`config.mk`:
```
export PLATFORM = sky130hd
export DESIGN_NAME = dram_cmd_guard
export DESIGN_NICKNAME = d
export VERILOG_FILES = /design/src/rtl/dcg_pkg.sv /design/src/rtl/dcg_timing.sv /design/src/rtl/dcg_bank.sv /design/src/rtl/dram_cmd_guard.sv
export SDC_FILE = /design/constraint.sdc
export NUM_CORES = 1
export LEC_CHECK = 0
export BUFFER_PORTS_ARGS = -buffer_cell sky130_fd_sc_hd__buf_2
export CORE_UTILIZATION = 60
export CTS_BUF_LIST = sky130_fd_sc_hd__clkbuf_16
export DETAILED_ROUTE_END_ITERATION = 12
export PLACE_DENSITY = 0.81
export SETUP_SLACK_MARGIN = 0.05
export SLEW_MARGIN = 0
export SYNTH_ARGS = -nofsm -noshare
export SYNTH_HDL_FRONTEND = slang
export SYNTH_SLANG_ARGS = --single-unit
```
`constraint.sdc`:
```
create_clock -name clk -period 11.47 [get_ports clk]
set_input_delay 1.7205 -clock clk [delete_from_list [all_inputs] [get_ports clk]]
set_output_delay 1.7205 -clock clk [all_outputs]
set_load 0.005 [all_outputs]
```
`src/rtl/dcg_pkg.sv`:
```
package dcg_pkg;

    typedef enum logic [2:0] {
        OP_NOP  = 3'd0,
        OP_ACT  = 3'd1,
        OP_RD   = 3'd2,
        OP_WR   = 3'd3,
        OP_PRE  = 3'd4,
        OP_PREA = 3'd5,
        OP_REF  = 3'd6,
        OP_MRS  = 3'd7
    } dcg_op_e;

    typedef enum logic [3:0] {
        V_NONE     = 4'd0,
        V_RCD_RD   = 4'd1,
        V_RCD_WR   = 4'd2,
        V_RP       = 4'd3,
        V_RAS      = 4'd4,
        V_RC       = 4'd5,
        V_RRD      = 4'd6,
        V_WTR      = 4'd7,
        V_WR       = 4'd8,
        V_DAL      = 4'd9,
        V_RFC      = 4'd10,
        V_MRD      = 4'd11,
        V_NOT_IDLE = 4'd12,
        V_STATE    = 4'd13
    } dcg_viol_e;

    typedef enum logic [1:0] {
        B_IDLE   = 2'd0,
        B_ACTIVE = 2'd1,
        B_WR_AP  = 2'd2,
        B_RD_AP  = 2'd3
    } dcg_bst_e;

    function automatic int unsigned dcg_max(input int unsigned a, input int unsigned b);
        return (a > b) ? a : b;
    endfunction

endpackage

```
`src/rtl/dcg_timing.sv`:
```
module dcg_timing
    import dcg_pkg::*;
#(
    parameter int unsigned AGE_W  = 6,
    parameter int unsigned T_RRD  = 3,
    parameter int unsigned T_RFC  = 17,
    parameter int unsigned T_CDLR = 3,
    parameter int unsigned T_MRD  = 2,
    parameter int unsigned BEATS  = 2
) (
    input  logic      clk,
    input  logic      rst_n,
    input  dcg_op_e   op,
    input  logic      apply,
    output logic      mrd_bad,
    output dcg_viol_e gcode,
    output logic      act_ok
);

    localparam logic [AGE_W-1:0] L_RRD = AGE_W'(T_RRD);
    localparam logic [AGE_W-1:0] L_RFC = AGE_W'(T_RFC);
    localparam logic [AGE_W-1:0] L_MRD = AGE_W'(T_MRD);
    localparam logic [AGE_W-1:0] L_WTR = AGE_W'(BEATS + T_CDLR);

    logic [AGE_W-1:0] age_act_q, age_ref_q, age_mrs_q, age_wr_q;

    function automatic logic [AGE_W-1:0] bump(input logic [AGE_W-1:0] a);
        return (a == '1) ? a : a + 1'b1;
    endfunction

    always_ff @(posedge clk or negedge rst_n) begin
        if (!rst_n) begin
            age_act_q <= '1;
            age_ref_q <= '1;
            age_mrs_q <= '1;
            age_wr_q  <= '1;
        end else begin
            age_act_q <= (apply && op == OP_ACT) ? AGE_W'(1) : bump(age_act_q);
            age_ref_q <= (apply && op == OP_REF) ? AGE_W'(1) : bump(age_ref_q);
            age_mrs_q <= (apply && op == OP_MRS) ? AGE_W'(1) : bump(age_mrs_q);
            age_wr_q  <= (apply && op == OP_WR)  ? AGE_W'(1) : bump(age_wr_q);
        end
    end

    always_comb begin
        mrd_bad = (op != OP_NOP) && (age_mrs_q < L_MRD);
        gcode   = V_NONE;
        unique case (op)
            OP_ACT: begin
                if (age_ref_q < L_RFC)      gcode = V_RFC;
                else if (age_act_q < L_RRD) gcode = V_RRD;
            end
            OP_RD:  if (age_wr_q < L_WTR)  gcode = V_WTR;
            OP_REF: if (age_ref_q < L_RFC) gcode = V_RFC;
            default: gcode = V_NONE;
        endcase
        act_ok = (age_ref_q >= L_RFC) && (age_act_q >= L_RRD) && (age_mrs_q >= L_MRD);
    end


    rrd_gap_chk: assert property (@(posedge clk) disable iff (!rst_n)
        (apply && op == OP_ACT) |-> (age_act_q >= L_RRD));


    rfc_gap_chk: assert property (@(posedge clk) disable iff (!rst_n)
        (apply && (op == OP_ACT || op == OP_REF)) |-> (age_ref_q >= L_RFC));


    wtr_gap_chk: assert property (@(posedge clk) disable iff (!rst_n)
        (apply && op == OP_RD) |-> (age_wr_q >= L_WTR));

endmodule

```
`src/rtl/dcg_bank.sv`:
```
module dcg_bank
    import dcg_pkg::*;
#(
    parameter int unsigned AGE_W    = 6,
    parameter int unsigned T_RCD_RD = 5,
    parameter int unsigned T_RCD_WR = 3,
    parameter int unsigned T_RAS    = 10,
    parameter int unsigned T_RC     = 15,
    parameter int unsigned T_RP     = 5,
    parameter int unsigned T_WR     = 3,
    parameter int unsigned T_DAL    = 8,
    parameter int unsigned BEATS    = 2
) (
    input  logic      clk,
    input  logic      rst_n,
    input  dcg_op_e   op,
    input  logic      sel,
    input  logic      ap,
    input  logic      apply,
    output dcg_viol_e code,
    output logic      is_open,
    output logic      act_ok
);

    localparam logic [AGE_W-1:0] L_RCDR = AGE_W'(T_RCD_RD);
    localparam logic [AGE_W-1:0] L_RCDW = AGE_W'(T_RCD_WR);
    localparam logic [AGE_W-1:0] L_RAS  = AGE_W'(T_RAS);
    localparam logic [AGE_W-1:0] L_RC   = AGE_W'(T_RC);
    localparam logic [AGE_W-1:0] L_RP   = AGE_W'(T_RP);
    localparam logic [AGE_W-1:0] L_WREC = AGE_W'(BEATS + T_WR);
    localparam logic [AGE_W-1:0] L_WAP  = AGE_W'(BEATS + T_DAL);
    localparam logic [AGE_W-1:0] L_RAP  = AGE_W'(BEATS + T_RP);

    dcg_bst_e         state_q, state_d;
    logic [AGE_W-1:0] age_act_q, age_pre_q, age_col_q;
    logic             lastwr_q;
    logic             go_act, go_rd, go_wr, go_pre, ap_done;
    dcg_viol_e        act_v;

    function automatic logic [AGE_W-1:0] bump(input logic [AGE_W-1:0] a);
        return (a == '1) ? a : a + 1'b1;
    endfunction

    assign go_act  = apply && sel && (op == OP_ACT);
    assign go_rd   = apply && sel && (op == OP_RD);
    assign go_wr   = apply && sel && (op == OP_WR);
    assign go_pre  = apply && ((sel && op == OP_PRE) || op == OP_PREA);
    assign ap_done = (state_q == B_WR_AP && age_col_q >= L_WAP) ||
                     (state_q == B_RD_AP && age_col_q >= L_RAP);

    // state register
    always_ff @(posedge clk or negedge rst_n) begin
        if (!rst_n) state_q <= B_IDLE;
        else        state_q <= state_d;
    end

    // next state
    always_comb begin
        state_d = state_q;
        unique case (state_q)
            B_IDLE:   if (go_act) state_d = B_ACTIVE;
            B_ACTIVE: begin
                if (go_pre)                state_d = B_IDLE;
                else if (go_wr && ap)      state_d = B_WR_AP;
                else if (go_rd && ap)      state_d = B_RD_AP;
            end
            B_WR_AP, B_RD_AP:
                if (ap_done) state_d = go_act ? B_ACTIVE : B_IDLE;
        endcase
    end

    // elapsed-cycle counters
    always_ff @(posedge clk or negedge rst_n) begin
        if (!rst_n) begin
            age_act_q <= '1;
            age_pre_q <= '1;
            age_col_q <= '1;
            lastwr_q  <= 1'b0;
        end else begin
            age_act_q <= go_act ? AGE_W'(1) : bump(age_act_q);
            age_col_q <= (go_rd || go_wr) ? AGE_W'(1) : bump(age_col_q);
            if (go_pre && state_q == B_ACTIVE)
                age_pre_q <= AGE_W'(1);
            else if (state_q != B_IDLE && state_q != B_ACTIVE && state_d == B_IDLE)
                age_pre_q <= L_RP;
            else
                age_pre_q <= bump(age_pre_q);
            if (go_wr)      lastwr_q <= 1'b1;
            else if (go_rd) lastwr_q <= 1'b0;
        end
    end

    // verdicts and outputs
    always_comb begin
        act_v = V_NONE;
        unique case (state_q)
            B_IDLE: begin
                if (age_pre_q < L_RP)      act_v = V_RP;
                else if (age_act_q < L_RC) act_v = V_RC;
            end
            B_ACTIVE: act_v = V_STATE;
            B_WR_AP: begin
                if (!ap_done)              act_v = V_DAL;
                else if (age_act_q < L_RC) act_v = V_RC;
            end
            B_RD_AP: begin
                if (!ap_done)              act_v = V_RP;
                else if (age_act_q < L_RC) act_v = V_RC;
            end
        endcase

        code = V_NONE;
        unique case (op)
            OP_ACT: code = act_v;
            OP_RD: begin
                if (state_q != B_ACTIVE)    code = V_STATE;
                else if (age_act_q < L_RCDR) code = V_RCD_RD;
            end
            OP_WR: begin
                if (state_q != B_ACTIVE)    code = V_STATE;
                else if (age_act_q < L_RCDW) code = V_RCD_WR;
            end
            OP_PRE, OP_PREA: begin
                if (state_q == B_WR_AP || state_q == B_RD_AP) code = V_STATE;
                else if (state_q == B_ACTIVE) begin
                    if (age_act_q < L_RAS)                 code = V_RAS;
                    else if (lastwr_q && age_col_q < L_WREC) code = V_WR;
                end
            end
            OP_REF, OP_MRS: begin
                if (state_q != B_IDLE)     code = V_NOT_IDLE;
                else if (age_pre_q < L_RP) code = V_RP;
            end
            default: code = V_NONE;
        endcase

        is_open = (state_q == B_ACTIVE);
        act_ok  = (act_v == V_NONE);
    end


    open_src_chk: assert property (@(posedge clk) disable iff (!rst_n)
        $rose(is_open) |-> $past(apply && sel && op == OP_ACT));


    close_src_chk: assert property (@(posedge clk) disable iff (!rst_n)
        $fell(is_open) |-> $past(apply && (op == OP_PRE || op == OP_PREA ||
                                           ((op == OP_RD || op == OP_WR) && ap))));


    ras_min_chk: assert property (@(posedge clk) disable iff (!rst_n)
        (go_pre && state_q == B_ACTIVE) |-> (age_act_q >= L_RAS));

endmodule

```
`src/rtl/dram_cmd_guard.sv`:
```
module dram_cmd_guard
    import dcg_pkg::*;
#(
    parameter int unsigned NBANK    = 4,
    parameter int unsigned BURST    = 4,
    parameter int unsigned T_RCD_RD = 5,
    parameter int unsigned T_RCD_WR = 3,
    parameter int unsigned T_RAS    = 10,
    parameter int unsigned T_RC     = 15,
    parameter int unsigned T_RP     = 5,
    parameter int unsigned T_RRD    = 3,
    parameter int unsigned T_RFC    = 17,
    parameter int unsigned T_WR     = 3,
    parameter int unsigned T_CDLR   = 3,
    parameter int unsigned T_DAL    = 8,
    parameter int unsigned T_MRD    = 2
) (
    input  logic       clk,
    input  logic       rst_n,
    input  logic       cmd_valid,
    input  logic [2:0] cmd_op,
    input  logic [1:0] cmd_bank,
    input  logic       cmd_ap,
    output logic       viol,
    output logic [3:0] viol_code,
    output logic [1:0] viol_bank,
    output logic [3:0] bank_open,
    output logic [3:0] bank_ready
);

    localparam int unsigned BEATS = BURST / 2;
    localparam int unsigned LIMIT =
        dcg_max(dcg_max(dcg_max(T_RC, T_RFC), dcg_max(BEATS + T_DAL, BEATS + T_RP)),
                dcg_max(dcg_max(BEATS + T_CDLR, BEATS + T_WR),
                        dcg_max(dcg_max(T_RAS, T_RCD_RD), dcg_max(T_RCD_WR, dcg_max(T_RRD, T_MRD)))));
    localparam int unsigned AGE_W = $clog2(LIMIT + 2);
    localparam int unsigned BA_W  = $clog2(NBANK);

    dcg_op_e   op;
    logic      live, apply, mrd_bad, g_act_ok, is_all;
    dcg_viol_e gcode, loc_sel, all_code, final_code;
    logic [BA_W-1:0] all_bank, final_bank;
    dcg_viol_e loc_code [NBANK];
    logic [NBANK-1:0] b_open, b_act_ok;

    dcg_viol_e       code_q;
    logic [BA_W-1:0] bank_q;
    logic            viol_q;

    assign op     = cmd_valid ? dcg_op_e'(cmd_op) : OP_NOP;
    assign live   = (op != OP_NOP);
    assign is_all = (op == OP_PREA) || (op == OP_REF) || (op == OP_MRS);

    dcg_timing #(
        .AGE_W(AGE_W), .T_RRD(T_RRD), .T_RFC(T_RFC),
        .T_CDLR(T_CDLR), .T_MRD(T_MRD), .BEATS(BEATS)
    ) u_timing (
        .clk(clk), .rst_n(rst_n), .op(op), .apply(apply),
        .mrd_bad(mrd_bad), .gcode(gcode), .act_ok(g_act_ok)
    );

    for (genvar i = 0; i < NBANK; i++) begin : g_bank
        dcg_bank #(
            .AGE_W(AGE_W), .T_RCD_RD(T_RCD_RD), .T_RCD_WR(T_RCD_WR),
            .T_RAS(T_RAS), .T_RC(T_RC), .T_RP(T_RP), .T_WR(T_WR),
            .T_DAL(T_DAL), .BEATS(BEATS)
        ) u_bank (
            .clk(clk), .rst_n(rst_n), .op(op),
            .sel(cmd_bank == BA_W'(i)), .ap(cmd_ap), .apply(apply),
            .code(loc_code[i]), .is_open(b_open[i]), .act_ok(b_act_ok[i])
        );
    end

    // lowest failing bank for all-bank commands
    always_comb begin
        all_code = V_NONE;
        all_bank = '0;
        for (int i = NBANK - 1; i >= 0; i--) begin
            if (loc_code[i] != V_NONE) begin
                all_code = loc_code[i];
                all_bank = BA_W'(i);
            end
        end
    end

    // rule priority: mode-set gap, bank-local, chip-wide
    always_comb begin
        loc_sel    = is_all ? all_code : loc_code[cmd_bank];
        final_bank = (is_all && all_code != V_NONE && !mrd_bad) ? all_bank : cmd_bank;
        if (!live)                  final_code = V_NONE;
        else if (mrd_bad)           final_code = V_MRD;
        else if (loc_sel != V_NONE) final_code = loc_sel;
        else                        final_code = gcode;
        apply = live && (final_code == V_NONE);
    end

    // output register
    always_ff @(posedge clk or negedge rst_n) begin
        if (!rst_n) begin
            viol_q <= 1'b0;
            code_q <= V_NONE;
            bank_q <= '0;
        end else begin
            viol_q <= (final_code != V_NONE);
            code_q <= final_code;
            bank_q <= final_bank;
        end
    end

    assign viol       = viol_q;
    assign viol_code  = code_q;
    assign viol_bank  = bank_q;
    assign bank_open  = b_open;
    assign bank_ready = b_act_ok & {NBANK{g_act_ok}};


    viol_cause_chk: assert property (@(posedge clk) disable iff (!rst_n)
        viol |-> $past(cmd_valid));


    ready_closed_chk: assert property (@(posedge clk) disable iff (!rst_n)
        (bank_ready & bank_open) == '0);


    drop_chk: assert property (@(posedge clk) disable iff (!rst_n)
        (live && op == OP_ACT && final_code != V_NONE && !bank_open[cmd_bank])
        |=> !bank_open[$past(cmd_bank)]);

endmodule

```
==> impl_metrics.tcl <==
set metrics [dict create \
    die_w_um 112 \
    area_contributors_post_synth "dfstp_2, dfrtp_1, ha_1" \
    netlist-cell-type-count 91 \
    sequential_share_of_the_synthesized_area_pct 35.5 \
    min-delay-start "g_bank[0].u_bank.lastwr_q$_DFFE_PN0N_" \
    n_antenna_cell 0 \
    drt-pass1-iter-count 6 \
    gr-usage-all-layers_pct 30.1 \
    critical_path_class "in2reg" \
    fillerInstances 930 \
    placement_rows 39 \
    syn-instance-count 777 \
    r2r-start "g_bank[3].u_bank.age_col_q[0]$_DFFE_PN1P_" \
    report.final.hold_viol_count 0 \
    final_cells 921 \
    cts_buffers 9 \
    crit_path_max_fanout 22 \
    clock-skew-final_ns 0.0120 \
    tritoncts "yes" \
    worstPathRequired_ns 11.75 \
    cts-hold-fix-buffers 0 \
    end_of_the_worst_hold_path "g_bank[0].u_bank.lastwr_q$_DFFE_PN0N_" \
    post-layout-total-power_uw 2010 \
    rsz_0062_raised_after_global_routing "false" \
    worstMarginPinSlew_ns 1.19 \
    net_count_of_the_mapped_netlist 824 \
    drt-initial-drc-count 650 \
    global_route.usage.met2_pct 50.0 \
    synth_largest_type_area_fraction_pct 29.0 \
    cp_cell_sequence "buf_2 > and4bb_2 > nor2_1 > o211a_1 > and2b_1 > or3b_1 > a211oi_1 > o31ai_1 > nand4_2 > nor4_1 > o21ba_2" \
    dp_hpwl_mm 13.2 \
    synth.largest_area_cell "dfstp_2" \
    regToRegEndpoint "g_bank[3].u_bank.age_pre_q[2]$_DFFE_PN1P_" \
    postLayoutCoreUtil_pct 66.0 \
    port_buffers 23 \
    run_status "finished clean" \
    initial_utilization_pct 62.5 \
    timing.final.ws_setup_ns 5.71 \
    worst_path_largest_cell_delay_ns 0.86 \
    number_of_top_level_design_ports 24 \
    synth-edff-count 0 \
    ratio_of_routed_vias_to_standard_cells 6.77 \
    global_route_wire_length_before_repair_mm 29.9 \
    grt_antenna_before_repair 0 \
    detail_route.drc_violations 0 \
    nets_finish 820 \
    post_route_clock_period_utilization_pct 50.2 \
    flow.area_growth_from_synthesis_pct 5.53 \
    cts-resized-gates 0 \
    fmax_ghz 0.174 \
    setup_violations 0 \
    total_of_warnings_raised_by_yosys 0 \
    setup.reg_to_reg.worst_slack_ns 6.71 \
    power_density_nw_per_um2 263 \
    cp_top_family "simple AND/OR/NAND/NOR gates" \
    worst_path_arrival_ns 6.04 \
    routed-via-count 6235 \
    clock_insertion_delay_at_the_later_pin_of_the_skew_report_ns 0.36 \
    worst_slew_margin_rel_pct 20.0 \
    timing.critical_path.depth 11 \
    detail_route.wl_per_cell_um 19.3 \
    die_h_um 112 \
    fin_crit_ns 5.76 \
    cts_setup_buffers 0 \
    die_area_um2 12500 \
    worstSetupStartpointType "input pin" \
    hold_depth 1 \
    grt_start_max_net_pins 60 \
    postSynth.topFlopCell "dfstp_2" \
    critical-path-slowest-cell "nor4_1" \
    total_leakage_power_uw 0.00313 \
    placeableCoreArea_um2 11600 \
    asyncSetResetFlopFracSynth_pct 100 \
    timing.reg2reg.worst_path_depth 11 \
    cts_max_path_buffers 2 \
    clk_transition_reported_paths_ns 0.07 \
    place_worst_setup_slack_ns 5.52 \
    drive_above_1_share_pct 20.7 \
    drt.antenna.violating_nets 0 \
    end_kind "register" \
    htreeDepth 3 \
    syn-mean-instance-area_um2 9.34 \
    setup_tns_ns 0 \
    timing.max_cap.violations 0 \
    remaining_global_route_overflow 0 \
    groute.layer.met1.usage_pct 38.0 \
    gp_congestion 1.04 \
    yosys_register_bits 99 \
    root_buffer "clkbuf_16" \
    global_route.usage.met3_pct 7.02 \
    worstHoldPathType "reg2reg" \
    globalRoute.busiestLayer "met2" \
    cts_num_sinks 99 \
    cp_num_buf_inv 1 \
    totalWireLength_mm 17.7 \
    dp_cells 905 \
    timing_max_transition_violations_final 0 \
    vdd_drop_max_v 0.000165 \
    first_global_vias 6143 \
    post_synthesis_instance_area_um2 7260 \
]
-- sequential cells by signal, summed over array words and instances (netlist names) --
| signal | cells |
|---|---|
| g_bank.u_bank.age_pre_q | 20 |
| u_timing.age_act_q | 5 |
| viol_code | 4 |
| g_bank.u_bank.state_q | 8 |
| viol_bank | 2 |
| u_timing.age_ref_q | 5 |
| g_bank.u_bank.age_act_q | 20 |
| u_timing.age_wr_q | 5 |
| u_timing.age_mrs_q | 5 |
| g_bank.u_bank.age_col_q | 20 |
| viol | 1 |
| g_bank.u_bank.lastwr_q | 4 |
-- final cells by class --
| class | count | area, um^2 | area share, % |
|---|---|---|---|
| multi-input cells | 613 | 4390 | 57.3 |
| inverters | 25 | 93.8 | 1.22 |
| repair buffers | 25 | 133 | 1.73 |
| clock inverters | 7 | 66.3 | 0.865 |
| flip-flops and latches | 99 | 2580 | 33.6 |
| well taps | 143 | 179 | 2.34 |
| clock buffers | 9 | 225 | 2.94 |
-- worst reg2reg max path, cell delays in order (launching register included) --
cell	delay (ns)
dfstp_2	0.58
inv_1	0.06
ha_1	0.21
o41a_1	0.45
or3_1	0.40
a31o_1	0.29
a311oi_1	0.45
nor4_1	0.14
a211oi_2	0.34
nand4_2	0.66
nor4_1	0.86
o21ba_2	0.25
-- report_power, final --
part	switching (uW)	internal, uW
combinational	456	391
sequential	230	635
clock	132	169
total	818	1200
-- synthesized netlist by cell type, drive strengths merged (4+ instances only) --
| master | count |
|---|---|
| dfrtp | 19 |
| o311ai | 4 |
| o211ai | 6 |
| nand4 | 9 |
| a21o | 4 |
| o22ai | 4 |
| xnor2 | 20 |
| nand2 | 33 |
| nor2 | 89 |
| nand2b | 22 |
| nand3b | 5 |
| nor2b | 21 |
| nor3 | 18 |
| or3 | 7 |
| a211oi | 11 |
| nand4b | 16 |
| dfstp | 80 |
| o21ai | 37 |
| buf | 20 |
| a21oi | 32 |
| and3b | 5 |
| a31oi | 11 |
| o31ai | 13 |
| o21a | 5 |
| o21ba | 4 |
| o211a | 4 |
| nand3 | 22 |
| mux2i | 24 |
| ha | 38 |
| xor2 | 28 |
| inv | 24 |
| clkbuf | 20 |
| mux2 | 9 |
| nor4 | 8 |
| and3 | 27 |
| o31a | 6 |
| a41o | 4 |
-- worst max-delay path by stage --
stage	from	end
4_1_cts	cmd_op[0]	g_bank[3].u_bank.age_pre_q[2]$_DFFE_PN1P_
5_1_grt	cmd_op[0]	g_bank[3].u_bank.age_pre_q[2]$_DFFE_PN1P_
6_report	cmd_op[0]	g_bank[3].u_bank.age_pre_q[2]$_DFFE_PN1P_
3_5_place_dp	cmd_op[0]	g_bank[3].u_bank.age_pre_q[2]$_DFFE_PN1P_
2_1_floorplan	cmd_op[0]	g_bank[0].u_bank.lastwr_q$_DFFE_PN0N_
3_3_place_gp	cmd_op[0]	g_bank[3].u_bank.age_pre_q[2]$_DFFE_PN1P_
-- cell families (layout without fill, tap and decap cells) --
group	Yosys count	after routing	share of synthesized area, %
AO/OA/AOI/OAI	186	186	18.9
buffers and inverters	65	66	4.07
adder cells (fa/ha/maj)	38	38	6.55
flip-flops	99	99	35.5
multiplexers	35	35	5.32
XOR/XNOR	48	48	5.79
AND/OR/NAND/NOR	306	306	23.9
-- routing by layer --
metal	up-vias	routed length [um]
met3	53	1370
li1	2875	-
met2	273	8490
met5	-	0
met1	3034	7310
met4	0	580
-- cells in the final DEF, fill, tap and decap left out, drive strengths merged, types with 20 or more instances in the layout --
master / count
nor2: 89
dfstp: 80
ha: 38
o21ai: 37
nand2: 33
a21oi: 32
xor2: 28
and3: 27
inv: 26
buf: 25
mux2i: 24
nand2b: 22
nand3: 22
nor2b: 21
xnor2: 20
-- metrics by stage --
stage	hold WS, ns	cell area, um^2
floorplan	0.449	7260
global placement	0.483	7370
detailed placement	0.485	7370
CTS	0.499	7660
global route	0.525	7660
finish	0.505	7660
(Power assumes the default switching activity.)
